<file path="config.mk">
export PLATFORM = sky130hd
export DESIGN_NAME = fir_sym_top
export DESIGN_NICKNAME = d
export VERILOG_FILES = /design/src/rtl/fir_sym_pkg.sv /design/src/rtl/fir_sym_delay.sv /design/src/rtl/fir_sym_fold.sv /design/src/rtl/booth_r4_mul.sv /design/src/rtl/fir_sym_sat.sv /design/src/rtl/fir_sym_top.sv
export SDC_FILE = /design/constraint.sdc
export NUM_CORES = 1
export LEC_CHECK = 0
export BUFFER_PORTS_ARGS = -buffer_cell sky130_fd_sc_hd__buf_2
export CAP_MARGIN = 0
export CORE_MARGIN = 4
export CORE_UTILIZATION = 45
export CTS_CLUSTER_SIZE = 40
export DETAILED_ROUTE_END_ITERATION = 7
export GPL_TIMING_DRIVEN = 0
export HOLD_SLACK_MARGIN = 0.05
export PLACE_DENSITY = 0.58
export SLEW_MARGIN = 20
export SYNTH_ARGS = -nofsm -noshare
export SYNTH_HDL_FRONTEND = slang
export SYNTH_SLANG_ARGS = --single-unit
</file>
<file path="constraint.sdc">
create_clock -name clk -period 12.7 [get_ports clk]
set_input_delay 1.905 -clock clk [delete_from_list [all_inputs] [get_ports clk]]
set_output_delay 1.905 -clock clk [all_outputs]
set_load 0.05 [all_outputs]
</file>
<file path="src/rtl/fir_sym_pkg.sv">
package fir_sym_pkg;

  // Filter geometry
  localparam int NTAPS  = 7;
  localparam int NPAIR  = (NTAPS + 1) / 2;
  localparam int COEF_W = 16;

  // Q15 weight for folded position p (p = 0 outermost pair, NPAIR-1 centre)
  function automatic logic signed [COEF_W-1:0] coef_of(input int p);
    logic signed [COEF_W-1:0] c;
    case (p)
      0:       c = 16'sd124;
      1:       c = -16'sd1099;
      2:       c = -16'sd7464;
      default: c = 16'sd20252;
    endcase
    return c;
  endfunction

  // Radix-4 recoding of one overlapping bit triplet
  typedef struct packed {
    logic neg;
    logic one;
    logic two;
  } booth_sel_t;

  function automatic booth_sel_t booth_enc(input logic [2:0] t);
    booth_sel_t s;
    s = '0;
    case (t)
      3'b001, 3'b010: s.one = 1'b1;
      3'b011:         s.two = 1'b1;
      3'b100:         begin s.two = 1'b1; s.neg = 1'b1; end
      3'b101, 3'b110: begin s.one = 1'b1; s.neg = 1'b1; end
      default:        s = '0;
    endcase
    return s;
  endfunction

endpackage

</file>
<file path="src/rtl/fir_sym_delay.sv">
module fir_sym_delay #(
  parameter int DATA_W = 16,
  parameter int DEPTH  = 6
) (
  input  logic                          clk,
  input  logic                          rst,
  input  logic                          shift_en,
  input  logic [DATA_W-1:0]             din,
  output logic [DEPTH-1:0][DATA_W-1:0]  line
);

  always_ff @(posedge clk) begin
    if (rst) begin
      line <= '0;
    end else if (shift_en) begin
      line[0] <= din;
      for (int s = 1; s < DEPTH; s++) begin
        line[s] <= line[s-1];
      end
    end
  end

  // history empties on reset
  assert_line_clear_R1: assert property (@(posedge clk)
    rst |=> (line == '0));

  // idle cycles leave the history untouched
  assert_line_hold_R5: assert property (@(posedge clk) disable iff (rst)
    !shift_en |=> $stable(line));

  // an accepted sample lands in the first stage
  assert_line_load_R5: assert property (@(posedge clk) disable iff (rst)
    shift_en |=> (line[0] == $past(din)));

endmodule

</file>
<file path="src/rtl/fir_sym_fold.sv">
module fir_sym_fold #(
  parameter int DATA_W = 16,
  parameter int NT     = 7,
  localparam int NP    = (NT + 1) / 2
) (
  input  logic [NT-1:0][DATA_W-1:0] taps,
  output logic [NP-1:0][DATA_W:0]   pairs
);

  for (genvar p = 0; p < NP; p++) begin : g_pair
    if (p == NT - 1 - p) begin : g_centre
      assign pairs[p] = {taps[p][DATA_W-1], taps[p]};
    end else begin : g_sum
      assign pairs[p] = {taps[p][DATA_W-1], taps[p]}
                      + {taps[NT-1-p][DATA_W-1], taps[NT-1-p]};
    end
  end

endmodule

</file>
<file path="src/rtl/booth_r4_mul.sv">
module booth_r4_mul
  import fir_sym_pkg::*;
#(
  parameter int A_W = 17,
  parameter int B_W = 16,
  localparam int PW   = A_W + B_W,
  localparam int NDIG = B_W / 2
) (
  input  logic [A_W-1:0] a,
  input  logic [B_W-1:0] b,
  output logic [PW-1:0]  p
);

  logic [PW-1:0]            a_ext;
  logic [B_W:0]             bxe;
  logic [NDIG-1:0][PW-1:0]  pps;

  assign a_ext = {{B_W{a[A_W-1]}}, a};
  assign bxe   = {b, 1'b0};

  for (genvar g = 0; g < NDIG; g++) begin : g_dig
    booth_sel_t     sel;
    logic [PW-1:0]  mag;
    logic [PW-1:0]  sgn;
    assign sel     = booth_enc(bxe[2*g+2 -: 3]);
    assign mag     = sel.two ? (a_ext << 1) : (sel.one ? a_ext : '0);
    assign sgn     = sel.neg ? (~mag + 1'b1) : mag;
    assign pps[g]  = sgn << (2*g);
  end

  always_comb begin
    p = '0;
    for (int i = 0; i < NDIG; i++) begin
      p = p + pps[i];
    end
  end

endmodule

</file>
<file path="src/rtl/fir_sym_sat.sv">
module fir_sym_sat #(
  parameter int IN_W  = 35,
  parameter int SHIFT = 15,
  parameter int OUT_W = 16
) (
  input  logic [IN_W-1:0]  din,
  output logic [OUT_W-1:0] dout,
  output logic             clip_hi,
  output logic             clip_lo
);

  logic signed [IN_W-1:0] sh;
  logic                   fits;

  assign sh      = $signed(din) >>> SHIFT;
  assign fits    = (&sh[IN_W-1:OUT_W-1]) | ~(|sh[IN_W-1:OUT_W-1]);
  assign clip_hi = ~fits & ~sh[IN_W-1];
  assign clip_lo = ~fits &  sh[IN_W-1];

  always_comb begin
    if (clip_hi)      dout = {1'b0, {(OUT_W-1){1'b1}}};
    else if (clip_lo) dout = {1'b1, {(OUT_W-1){1'b0}}};
    else              dout = sh[OUT_W-1:0];
  end

endmodule

</file>
<file path="src/rtl/fir_sym_top.sv">
module fir_sym_top
  import fir_sym_pkg::*;
#(
  parameter int DATA_W    = 16,
  parameter int FRAC_W    = 15,
  parameter bit USE_BOOTH = 1'b1,
  localparam int PAIR_W = DATA_W + 1,
  localparam int PROD_W = PAIR_W + COEF_W,
  localparam int ACC_W  = PROD_W + $clog2(NPAIR)
) (
  input  logic              clk,
  input  logic              rst,
  input  logic              in_valid,
  input  logic [DATA_W-1:0] in_sample,
  output logic              out_valid,
  output logic [DATA_W-1:0] out_sample
);

  logic [NTAPS-2:0][DATA_W-1:0] line;
  logic [NTAPS-1:0][DATA_W-1:0] xv;
  logic [NPAIR-1:0][PAIR_W-1:0] pairs;
  logic [NPAIR-1:0][PROD_W-1:0] prods;
  logic [ACC_W-1:0]             acc;
  logic [DATA_W-1:0]            sat_val;
  logic                         sat_hi;
  logic                         sat_lo;

  fir_sym_delay #(.DATA_W(DATA_W), .DEPTH(NTAPS-1)) u_delay (
    .clk      (clk),
    .rst      (rst),
    .shift_en (in_valid),
    .din      (in_sample),
    .line     (line)
  );

  assign xv[0]         = in_sample;
  assign xv[NTAPS-1:1] = line;

  fir_sym_fold #(.DATA_W(DATA_W), .NT(NTAPS)) u_fold (
    .taps  (xv),
    .pairs (pairs)
  );

  for (genvar p = 0; p < NPAIR; p++) begin : g_mul
    localparam logic signed [COEF_W-1:0] CW = coef_of(p);
    logic signed [PROD_W-1:0] ps;
    logic signed [PROD_W-1:0] cs;
    assign ps = $signed(pairs[p]);
    assign cs = CW;
    if (USE_BOOTH) begin : g_booth
      booth_r4_mul #(.A_W(PAIR_W), .B_W(COEF_W)) u_mul (
        .a (pairs[p]),
        .b (CW),
        .p (prods[p])
      );
      // recoded product matches the exact signed product
      assert_booth_exact_R8: assert property (@(posedge clk) disable iff (rst)
        $signed(prods[p]) == ps * cs);
    end else begin : g_plain
      assign prods[p] = ps * cs;
    end
  end

  always_comb begin
    acc = '0;
    for (int i = 0; i < NPAIR; i++) begin
      acc = acc + {{(ACC_W-PROD_W){prods[i][PROD_W-1]}}, prods[i]};
    end
  end

  fir_sym_sat #(.IN_W(ACC_W), .SHIFT(FRAC_W), .OUT_W(DATA_W)) u_sat (
    .din     (acc),
    .dout    (sat_val),
    .clip_hi (sat_hi),
    .clip_lo (sat_lo)
  );

  always_ff @(posedge clk) begin
    if (rst) begin
      out_valid  <= 1'b0;
      out_sample <= '0;
    end else begin
      out_valid <= in_valid;
      if (in_valid) out_sample <= sat_val;
    end
  end

  // reset clears the output register
  assert_out_clear_R1: assert property (@(posedge clk)
    rst |=> (!out_valid && out_sample == '0));

  // one result per accepted sample, one clock later
  assert_valid_follow_R2: assert property (@(posedge clk) disable iff (rst)
    in_valid |=> out_valid);
  assert_valid_quiet_R2: assert property (@(posedge clk) disable iff (rst)
    !in_valid |=> !out_valid);

  // idle cycles keep the last result
  assert_out_hold_R6: assert property (@(posedge clk) disable iff (rst)
    !in_valid |=> $stable(out_sample));

  // out-of-range sums clamp to the rails
  assert_clip_high_R7: assert property (@(posedge clk) disable iff (rst)
    (in_valid && sat_hi) |=> (out_sample == {1'b0, {(DATA_W-1){1'b1}}}));
  assert_clip_low_R7: assert property (@(posedge clk) disable iff (rst)
    (in_valid && sat_lo) |=> (out_sample == {1'b1, {(DATA_W-1){1'b0}}}));
  assert_clip_excl_R7: assert property (@(posedge clk) disable iff (rst)
    !(sat_hi && sat_lo));

endmodule

</file>
==> Implementation_results.wiki, run 1 <==
{| class="wikitable"
! Metric !! Value
|-
| First-pass iteration count of the detailed router || 5
|-
| Post-route worst hold slack || 0.488 ns
|-
| Maximum fanout along the worst path || 10
|-
| Post-place instance area || 21600 um^2
|-
| Sort of element at the end of the critical path || flop
|-
| Final worst clock skew || 0.0111 ns
|-
| Post-Syn Nets || 2885
|-
| Worst setup slack for register-to-register paths || 0.88 ns
|-
| Max-slew violation total from the final report || 0
|-
| Total overflow reported by the global router || 0
|-
| Core Footprint || 45400 um^2
|-
| Slowest CP cell || sky130_fd_sc_hd__fa_1
|-
| Relative slew slack || 0.315
|-
| Worst min-delay path category || reg -> reg
|-
| Data required, critical path || 13.07 ns
|-
| Routed length per instance || 18.6 um
|-
| Clk slew on worst S/H paths || 0.06 ns
|-
| Layout area overhead || 8.34%
|-
| Die boundary height || 222 um
|-
| Global-route wire length before repair || 92000 um
|-
| Met3 demand-to-capacity share in global routing || 0.0236
|-
| Yosys warns || 0
|-
| Data arrival time of the critical path || 12.19 ns
|-
| Number of vias per cell || 5.50
|-
| Period utilisation layout || 0.931
|-
| Busiest grt layer || met2
|-
| Post-layout minimum cycle time || 11.82 ns
|-
| Most area-consuming cells after synthesis || sky130_fd_sc_hd__fa_1 (23%), sky130_fd_sc_hd__ha_1 (15%), sky130_fd_sc_hd__dfxtp_1 (11%)
|-
| FF+latch count, synth || 113
|-
| Full die area || 49300 um^2
|-
| MaxCap Viol Count || 0
|-
| Post-route cell area || 22400 um^2
|-
| Cell family with most CP delay || compound AO/OA/AOI/OAI gates
|-
| Final Hold Vio Count || 0
|-
| Share of async-settable or async-resettable flops after synthesis || 0
|-
| Antenna violations before repair || 0
|-
| Slew @ Worst Pin || 1.01 ns
|-
| Hold-fix buffer count after cts || 0
|-
| H-tree levels || 4
|-
| NumNets Final || 2943
|-
| HPWL after DPL || 48900 um
|-
| Routed Antenna Nets || 0
|-
| Capturing point of the worst reg2reg path || out_sample[0]
|-
| Global Route met1 Usage || 0.319
|-
| Worst Hold Endpoint || out_sample[15]
|-
| Most area-hungry cell type in the Yosys netlist || sky130_fd_sc_hd__fa_1
|-
| Count of flip-flops with a built-in enable after synthesis || 0
|-
| Number of buffers created by CTS || 17
|-
| Later-pin clock latency in the skew report || 0.44 ns
|-
| Crit-path max cell delay || 0.55 ns
|-
| Netlist cell types || 91
|-
| Hold Path Cell Cnt || 2
|-
| Cell with the most instances after synthesis || sky130_fd_sc_hd__inv_1
|-
| ANT cells || 0
|-
| I/O pin count || 36
|-
| Maximum number of pins on one net before global-route repair || 18
|-
| Via count of the first global-routing pass || 17197
|-
| Initial standard-cell utilization of the core || 0.455
|-
| Drt initial violations || 840
|-
| Cell count after synthesis || 2385
|-
| Worst reg2reg path startpoint || u_delay.line[16]
|-
| Post-Route WL || 56800 um
|-
| Most frequent cells after synthesis || sky130_fd_sc_hd__inv_1 (337), sky130_fd_sc_hd__ha_1 (247), sky130_fd_sc_hd__fa_1 (234)
|-
| Worst reg-to-reg path cell count || 45
|-
| Final core utilization || 0.493
|-
| Std-Cell Rows || 78
|-
| All-layer global routing usage || 0.233
|-
| Share of cells above drive strength 1 || 0.0525
|-
| Buffers & Inverters on Critical Path || 5
|-
| Drc violations || 0
|-
| Timing-limited maximum frequency || 84.6 MHz
|-
| Average size of a mapped cell || 8.65 um^2
|-
| Critical Setup Path Class || reg -> reg
|-
| Layout Cells excl Fill || 3056
|-
| Clock root buffer master || sky130_fd_sc_hd__clkbuf_16
|-
| Element type at the critical path start || flop
|-
| Die Span X || 222 um
|-
| Post-Place Cells || 3019
|-
| CTS tree || yes
|-
| # clock sinks || 113
|-
| # port buffers || 34
|-
| Overall via count from detail_route || 16797
|-
| Most used DFF post-synth || sky130_fd_sc_hd__dfxtp_1
|-
| Run status || complete, no violations
|-
| Syn Std Cell Area || 20600 um^2
|-
| Sequential area share after synthesis || 0.110
|-
| Final GP Congestion || 0.905
|-
| Launch instance of the worst min-delay path || out_sample[15]
|-
| Layout filler cell count || 4385
|-
| Final setup violation count || 0
|-
| GR met2 Demand/Resource || 0.400
|-
| Worst-case clock buffer depth || 2
|-
| Share of the synthesized area in the top cell type || 0.227
|}
-- registers in the layout, summed over array words and instances, names as in the netlist --
name          count
u_delay.line     96
out_valid         1
out_sample       16
-- area by class of cell --
type	count	area, um^2	share of cell area
clock buffer	18	429	0.0192
multi-input combinational	1876	17000	0.761
buffer	52	199	0.00890
sequential	113	2260	0.101
inverter	344	1290	0.0579
timing repair buffer	39	220	0.00985
clock inverter	14	176	0.00789
tap	600	751	0.0336
-- layer usage --
| metal | share of wire | vias to the layer above |
|---|---|---|
| met3 | 0.038 | 58 |
| met5 | 0 | - |
| met1 | 0.47 | 8244 |
| met4 | 0.018 | 0 |
| li1 | - | 8197 |
| met2 | 0.48 | 298 |
-- worst min-delay path, delay by kind of cell, from the launching register on --
family          cells  cell delay (ns)
flops               1             0.31
simple gates        1             0.08
compound gates      1             0.05
-- metrics by stage --
stage                     setup slack (ns)  TNS, ns
after floorplan                       2.32        0
after global placement               0.351        0
final                                0.880        0
after detailed placement             0.175        0
after global routing               -0.0310   -0.200
after CTS                            0.144        0
-- placed cells by master, fill, tap and decap left out, types with 24 or more instances in the layout --
cell / count
sky130_fd_sc_hd__o21a_1: 27
sky130_fd_sc_hd__nor2b_1: 28
sky130_fd_sc_hd__a21oi_1: 126
sky130_fd_sc_hd__ha_1: 247
sky130_fd_sc_hd__o21ai_0: 78
sky130_fd_sc_hd__inv_1: 337
sky130_fd_sc_hd__or3_1: 24
sky130_fd_sc_hd__fa_1: 234
sky130_fd_sc_hd__xor2_1: 76
sky130_fd_sc_hd__xnor2_1: 150
sky130_fd_sc_hd__mux2i_1: 101
sky130_fd_sc_hd__a21o_1: 52
sky130_fd_sc_hd__buf_2: 36
sky130_fd_sc_hd__clkbuf_1: 39
sky130_fd_sc_hd__nand3_1: 40
sky130_fd_sc_hd__nand2_1: 100
sky130_fd_sc_hd__nor2_1: 232
sky130_fd_sc_hd__nand2b_1: 26
sky130_fd_sc_hd__o21bai_1: 24
sky130_fd_sc_hd__nor3_1: 38
sky130_fd_sc_hd__dfxtp_1: 113
-- timing repair --
action / in CTS / in global routing
setup endpoints to repair: 0 / 15
buffers inserted: 0 / 5
resized for setup: 0 / 22
hold endpoints to repair: 0 / 0
-- kinds of logic after synthesis --
kind of cell | synth area share
fa+ha+maj | 0.377
flops | 0.110
xor+xnor | 0.101
simple gates | 0.139
buf+inv | 0.0722
compound gates | 0.150
mux | 0.0508
-- how the worst max path moves through the flow --
stage | startpoint | to | slack, ns | cells past startpoint
CTS | u_delay.line[16] | out_sample[0] | 0.14 | 45
finish | u_delay.line[16] | out_sample[0] | 0.88 | 45
floorplan | u_delay.line[16] | out_sample[0] | 2.32 | 45
detailed placement | u_delay.line[16] | out_sample[0] | 0.18 | 45
global placement | u_delay.line[16] | out_sample[5] | 0.35 | 45
global route | u_delay.line[17] | out_sample[0] | -0.03 | 44
Power of run 1 is left out: the tool's default activity adds up to more than one toggle a clock period on the data nets, which glitch-free logic cannot reach.
==> inputs of run 2 (changes only) <==
--- a/config.mk
+++ b/config.mk
@@ -5,12 +5,12 @@
 export SDC_FILE = /design/constraint.sdc
 export NUM_CORES = 1
 export LEC_CHECK = 0
-export BUFFER_PORTS_ARGS = -buffer_cell sky130_fd_sc_hd__buf_2
 export CAP_MARGIN = 0
 export CORE_MARGIN = 4
 export CORE_UTILIZATION = 45
 export CTS_CLUSTER_SIZE = 40
 export DETAILED_ROUTE_END_ITERATION = 7
+export DONT_BUFFER_PORTS = 1
 export GPL_TIMING_DRIVEN = 0
 export HOLD_SLACK_MARGIN = 0.05
 export PLACE_DENSITY = 0.58
==> run 2 against run 1 <==
Effect of this change: critical endpoint is now out_sample[12]; sequential cell count unchanged; design area shrank 1.3%; clock skew rose by 0.0024 ns; via count down 0.95%; critical path type unchanged; register-to-register slack worse by 0.25 ns.
==> Implementation_results.wiki, run 2 (same netlist as run 1, synthesis figures left out) <==
{| class="wikitable"
! Metric !! Value
|-
| Routed length per instance || 18.5 um
|-
| Max FFs per register || 96
|-
| Final Hold Vio Count || 0
|-
| Maximum number of pins on one net before global-route repair || 18
|-
| NumNets Final || 2908
|-
| Layout Cells excl Fill || 3021
|-
| Drt initial violations || 967
|-
| Hold-fix buffer count after cts || 0
|-
| Post-layout minimum cycle time || 12.07 ns
|-
| Post-Route WL || 55900 um
|-
| Routed met2 length || 26900 um
|-
| Crit-path most repeated cell || sky130_fd_sc_hd__a21oi_1
|-
| Crit-path max cell delay || 0.54 ns
|-
| Layout filler cell count || 4399
|-
| Highest metal layer with signal wires || met4
|-
| Data arrival time of the critical path || 12.42 ns
|-
| Die boundary height || 222 um
|-
| Drc violations || 0
|-
| Later-pin clock latency in the skew report || 0.44 ns
|-
| Critical Setup Path Class || reg -> reg
|-
| First-pass iteration count of the detailed router || 6
|-
| MaxCap Viol Count || 0
|-
| Buffers & Inverters on Critical Path || 5
|-
| Commonest non-fill, non-tap cells in the layout || sky130_fd_sc_hd__inv_1 (337), sky130_fd_sc_hd__ha_1 (247), sky130_fd_sc_hd__fa_1 (234)
|-
| Total overflow reported by the global router || 0
|-
| Max-slew violation total from the final report || 0
|-
| Overall via count from detail_route || 16637
|-
| Post-Place Cells || 2985
|-
| Final GP Congestion || 0.885
|-
| CTS tree || yes
|-
| Run status || complete, no violations
|-
| Top flop regs || u_delay.line x96, out_sample x16, out_valid x1
|-
| Clk slew on worst S/H paths || 0.06 ns
|-
| Slowest CP cell || sky130_fd_sc_hd__fa_1
|-
| Element type at the critical path start || flop
|-
| # port buffers || 0
|-
| # clock sinks || 113
|-
| H-tree levels || 4
|-
| Final-layout setup total negative slack || 0 ns
|-
| Antenna violations before repair || 0
|-
| Clock root buffer master || sky130_fd_sc_hd__clkbuf_16
|-
| Cell family with most CP delay || compound AO/OA/AOI/OAI gates
|-
| Layout area overhead || 6.93%
|-
| Final setup violation count || 0
|-
| Area occupied by multi-input gates || 16900 um^2
|-
| Share of cells above drive strength 1 || 0.0355
|-
| Slew @ Worst Pin || 1.05 ns
|-
| Most common cell after layout, fill and taps aside || sky130_fd_sc_hd__inv_1
|-
| Post-route worst hold slack || 0.503 ns
|-
| Global-route wire length before repair || 89200 um
|-
| Full die area || 49300 um^2
|-
| Maximum fanout along the worst path || 10
|-
| Std-Cell Rows || 78
|-
| HPWL after DPL || 48600 um
|-
| Largest register by flop count || u_delay.line
|-
| Final worst clock skew || 0.0135 ns
|-
| Relative slew slack || 0.286
|-
| Sort of element at the end of the critical path || flop
|-
| Sequential cell area in the final layout || 2260 um^2
|-
| Data required, critical path || 13.05 ns
|-
| I/O pin count || 36
|-
| Number of buffers created by CTS || 17
|-
| Die Span X || 222 um
|-
| Period utilisation layout || 0.950
|-
| All-layer global routing usage || 0.227
|-
| Timing-limited maximum frequency || 82.9 MHz
|-
| Worst min-delay path category || reg -> reg
|-
| Setup repair after global routing missed its margin || false
|-
| Initial standard-cell utilization of the core || 0.455
|-
| Number of vias per cell || 5.51
|-
| Worst-case clock buffer depth || 2
|-
| Core Footprint || 45400 um^2
|-
| Routed Antenna Nets || 0
|-
| Met3 Routed Length || 1970 um
|-
| Via count of the first global-routing pass || 16803
|-
| ANT cells || 0
|-
| Sum of routed wire segments on met1 || 25700 um
|}
[run 2: layout make-up]
class,instances,share of cell area
plain buffers,52,0.00896
clock buffers,17,0.0193
clock inverters,15,0.00743
inverters,344,0.0585
multi-input cells,1876,0.768
flip-flops and latches,113,0.103
well taps,600,0.0340
repair buffers,4,0.00136
[run 2: what timing repair did]
item                                    in CTS  in global routing
endpoints found under the setup margin       0                 15
hold endpoints to repair                     0                  0
resized for setup                            0                 10
buffers inserted                             0                  4
[run 2: stage by stage]
| step | area, um^2 | utilization | setup WS (ns) |
|---|---|---|---|
| 3_3_place_gp | 21400 | 0.471 | 0.431 |
| 4_1_cts | 22000 | 0.484 | 0.160 |
| 2_1_floorplan | 20600 | - | 2.32 |
| 5_1_grt | 22100 | 0.486 | 0.00492 |
| 3_5_place_dp | 21400 | 0.471 | 0.177 |
| 6_report | 22100 | 0.486 | 0.632 |
[run 2: worst reg2reg max path, delay by kind of cell, from the launching register on]
kind / cells / cell delay (ns)
compound gates: 23 / 5.11
xor+xnor: 3 / 1.16
fa+ha+maj: 9 / 3.83
buf+inv: 5 / 0.52
flops: 1 / 0.38
simple gates: 5 / 1.01
[run 2: worst paths after layout]
check / from / endpoint / depth (start not counted) / slack (ns)
hold / removal: u_delay.line[95] / u_delay.line[95] / 2 / 0.50
setup / recovery: u_delay.line[16] / out_sample[12] / 45 / 0.63
setup reg to reg: u_delay.line[16] / out_sample[12] / 45 / 0.63
hold reg to reg: u_delay.line[95] / u_delay.line[95] / 2 / 0.50
[run 2: metal layers]
layer,vias up,global-route usage
met5,-,0
met4,0,0.0628
met3,74,0.0209
met2,322,0.395
met1,8112,0.302
li1,8129,-
Power of run 2 is left out for the same reason.
==> inputs of run 3 (changes only) <==
--- a/config.mk
+++ b/config.mk
@@ -13,7 +13,7 @@
 export DONT_BUFFER_PORTS = 1
 export GPL_TIMING_DRIVEN = 0
 export HOLD_SLACK_MARGIN = 0.05
-export PLACE_DENSITY = 0.58
+export PLACE_DENSITY = 0.6
 export SLEW_MARGIN = 20
 export SYNTH_ARGS = -nofsm -noshare
 export SYNTH_HDL_FRONTEND = slang
==> constraint.sdc (replaced) <==
create_clock -name clk -period 10.5 [get_ports clk]
set_input_delay 1.575 -clock clk [delete_from_list [all_inputs] [get_ports clk]]
set_output_delay 1.575 -clock clk [all_outputs]
set_load 0.05 [all_outputs]
==> run 3 against run 2 <==
Effect of this change: clock skew down 0.00073 ns; non-clock buffer count grew 78; count of clock-buffer cells in the layout rose by 1; die area is the same; maximum frequency up 18%; sequential cell count did not move; routed wire length increased by 3.6%; register-to-register slack lost 0.39 ns; critical endpoint is now out_sample[11]; sequential share of layout area decreased by 0.75 points; cell count up 2.6%; design area increased by 8.2%; critical path type unchanged.
==> Implementation_results.wiki, run 3 (same netlist as run 1, synthesis figures left out) <==
{| class="wikitable"
! Metric !! Value
|-
| Run status || complete, no violations
|-
| Commonest non-fill, non-tap cells in the layout || sky130_fd_sc_hd__inv_1 (334), sky130_fd_sc_hd__fa_1 (232), sky130_fd_sc_hd__ha_1 (232)
|-
| Number of vias per cell || 5.52
|-
| Share of cells above drive strength 1 || 0.128
|-
| Crit-path max cell delay || 0.57 ns
|-
| Die Span X || 222 um
|-
| Die boundary height || 222 um
|-
| Slowest CP cell || sky130_fd_sc_hd__fa_1
|-
| Most common cell after layout, fill and taps aside || sky130_fd_sc_hd__inv_1
|-
| ANT cells || 0
|-
| Largest register by flop count || u_delay.line
|-
| MaxCap Viol Count || 0
|-
| Final Hold Vio Count || 0
|-
| Pre-CTS worst setup slack || -1.96 ns
|-
| Met3 Routed Length || 1940 um
|-
| Top flop regs || u_delay.line x96, out_sample x16, out_valid x1
|-
| Routed met2 length || 28300 um
|-
| CTS tree || yes
|-
| H-tree levels || 4
|-
| Final worst clock skew || 0.0128 ns
|-
| Post-route worst hold slack || 0.501 ns
|-
| Core Footprint || 45400 um^2
|-
| Hold Path Cell Cnt || 2
|-
| Element type at the critical path start || flop
|-
| Slew @ Worst Pin || 1.02 ns
|-
| Highest metal layer with signal wires || met4
|-
| Drc violations || 0
|-
| Post-place instance area || 21400 um^2
|-
| Number of buffers created by CTS || 17
|-
| # port buffers || 0
|-
| Period utilisation layout || 0.977
|-
| Worst-case clock buffer depth || 2
|-
| Crit-path most repeated cell || sky130_fd_sc_hd__fa_1
|-
| Global-route wire length before repair || 91000 um
|-
| Overall via count from detail_route || 17106
|-
| Total overflow reported by the global router || 0
|-
| Layout filler cell count || 4174
|-
| Post-layout minimum cycle time || 10.26 ns
|-
| Post-route cell area || 23900 um^2
|-
| Timing-limited maximum frequency || 97.5 MHz
|-
| Post-Route WL || 57900 um
|-
| Routed Antenna Nets || 0
|-
| Maximum fanout along the worst path || 5
|-
| Worst min-delay path category || reg -> reg
|-
| Relative slew slack || 0.311
|-
| First-pass iteration count of the detailed router || 5
|-
| Min setup slack post-route || 0.242 ns
|-
| Sum of routed wire segments on met1 || 26100 um
|-
| I/O pin count || 36
|-
| Later-pin clock latency in the skew report || 0.45 ns
|-
| Clock root buffer master || sky130_fd_sc_hd__clkbuf_16
|-
| Critical Setup Path Class || reg -> reg
|-
| Data arrival time of the critical path || 10.52 ns
|-
| Max-slew violation total from the final report || 0
|-
| Max FFs per register || 96
|-
| Drt initial violations || 894
|-
| NumNets Final || 2986
|-
| Full die area || 49300 um^2
|-
| Final GP Congestion || 0.941
|-
| Sort of element at the end of the critical path || flop
|-
| All-layer global routing usage || 0.229
|-
| Worst reg-to-reg path cell count || 41
|-
| Clk slew on worst S/H paths || 0.06 ns
|-
| Routed length per instance || 18.7 um
|-
| Via count of the first global-routing pass || 17341
|-
| HPWL after DPL || 47700 um
|-
| Final setup violation count || 0
|-
| Initial standard-cell utilization of the core || 0.455
|-
| Std-Cell Rows || 78
|-
| Final core utilization || 0.526
|-
| Antenna violations before repair || 0
|-
| # clock sinks || 113
|-
| Data required, critical path || 10.76 ns
|-
| Layout area overhead || 15.7%
|-
| Maximum number of pins on one net before global-route repair || 18
|}
==> run 3: cell count changes in the layout (fill, tap and decap cells not counted), moves of 7 or more <==
cell / delta
sky130_fd_sc_hd__nand3_1: -8
sky130_fd_sc_hd__xnor2_1: -24
sky130_fd_sc_hd__xor2_1: -8
sky130_fd_sc_hd__xnor2_4: +11
sky130_fd_sc_hd__a21oi_1: -21
sky130_fd_sc_hd__ha_4: +9
sky130_fd_sc_hd__nor2_1: -7
sky130_fd_sc_hd__buf_4: +82
sky130_fd_sc_hd__xnor2_2: +13
sky130_fd_sc_hd__a21oi_2: +19
sky130_fd_sc_hd__o21ai_0: -9
sky130_fd_sc_hd__ha_1: -15
==> run 3: critical path, delay by kind of cell, from the launching register on <==
kind	cells	cell delay [ns]
buffers and inverters	4	0.34
muxes	1	0.36
AOI/OAI and AO/OA	12	2.25
xor gates and xnor gates	3	0.74
adders and majority gates	9	3.97
and+or+nand+nor	12	2.08
DFF	1	0.34
==> run 3: path summary, 6_finish.rpt <==
path                            to  slack, ns              from
setup / recovery    out_sample[11]       0.24  u_delay.line[48]
hold reg to reg   u_delay.line[87]       0.50  u_delay.line[87]
hold / removal    u_delay.line[87]       0.50  u_delay.line[87]
setup reg to reg    out_sample[11]       0.24  u_delay.line[48]
==> run 3: metal layers <==
| metal | GRT usage | up-vias |
|---|---|---|
| met4 | 0.0626 | 0 |
| li1 | - | 8272 |
| met1 | 0.299 | 8419 |
| met3 | 0.0240 | 103 |
| met2 | 0.406 | 312 |
| met5 | 0 | - |
==> run 3: timing repair <==
| item | 4_1_cts | 5_1_grt |
|---|---|---|
| pin swaps | 41 | 89 |
| gates cloned | 0 | 0 |
| hold buffers | 0 | 0 |
| endpoints found under the setup margin | 16 | 16 |
| resized for setup | 117 | 108 |
| setup buffers | 33 | 53 |
==> run 3: per-stage QoR <==
stage | std cells | TNS, ns
2_1_floorplan | 2385 | 0
3_3_place_gp | 2985 | -28.01
3_5_place_dp | 2985 | -29.66
4_1_cts | 3047 | 0
5_1_grt | 3099 | -2.31
6_report | 3099 | 0
==> run 3: layout make-up <==
| cell class | instances | area (um^2) | share of cell area |
|---|---|---|---|
| Sequential cell | 113 | 2270 | 0.0951 |
| Timing Repair Buffer | 86 | 658 | 0.0276 |
| Multi-Input combinational cell | 1876 | 18000 | 0.756 |
| Buffer | 48 | 204 | 0.00855 |
| Clock inverter | 14 | 194 | 0.00813 |
| Inverter | 344 | 1300 | 0.0544 |
| Clock buffer | 18 | 439 | 0.0184 |
| Tap cell | 600 | 751 | 0.0315 |
Power of run 3 is left out for the same reason.
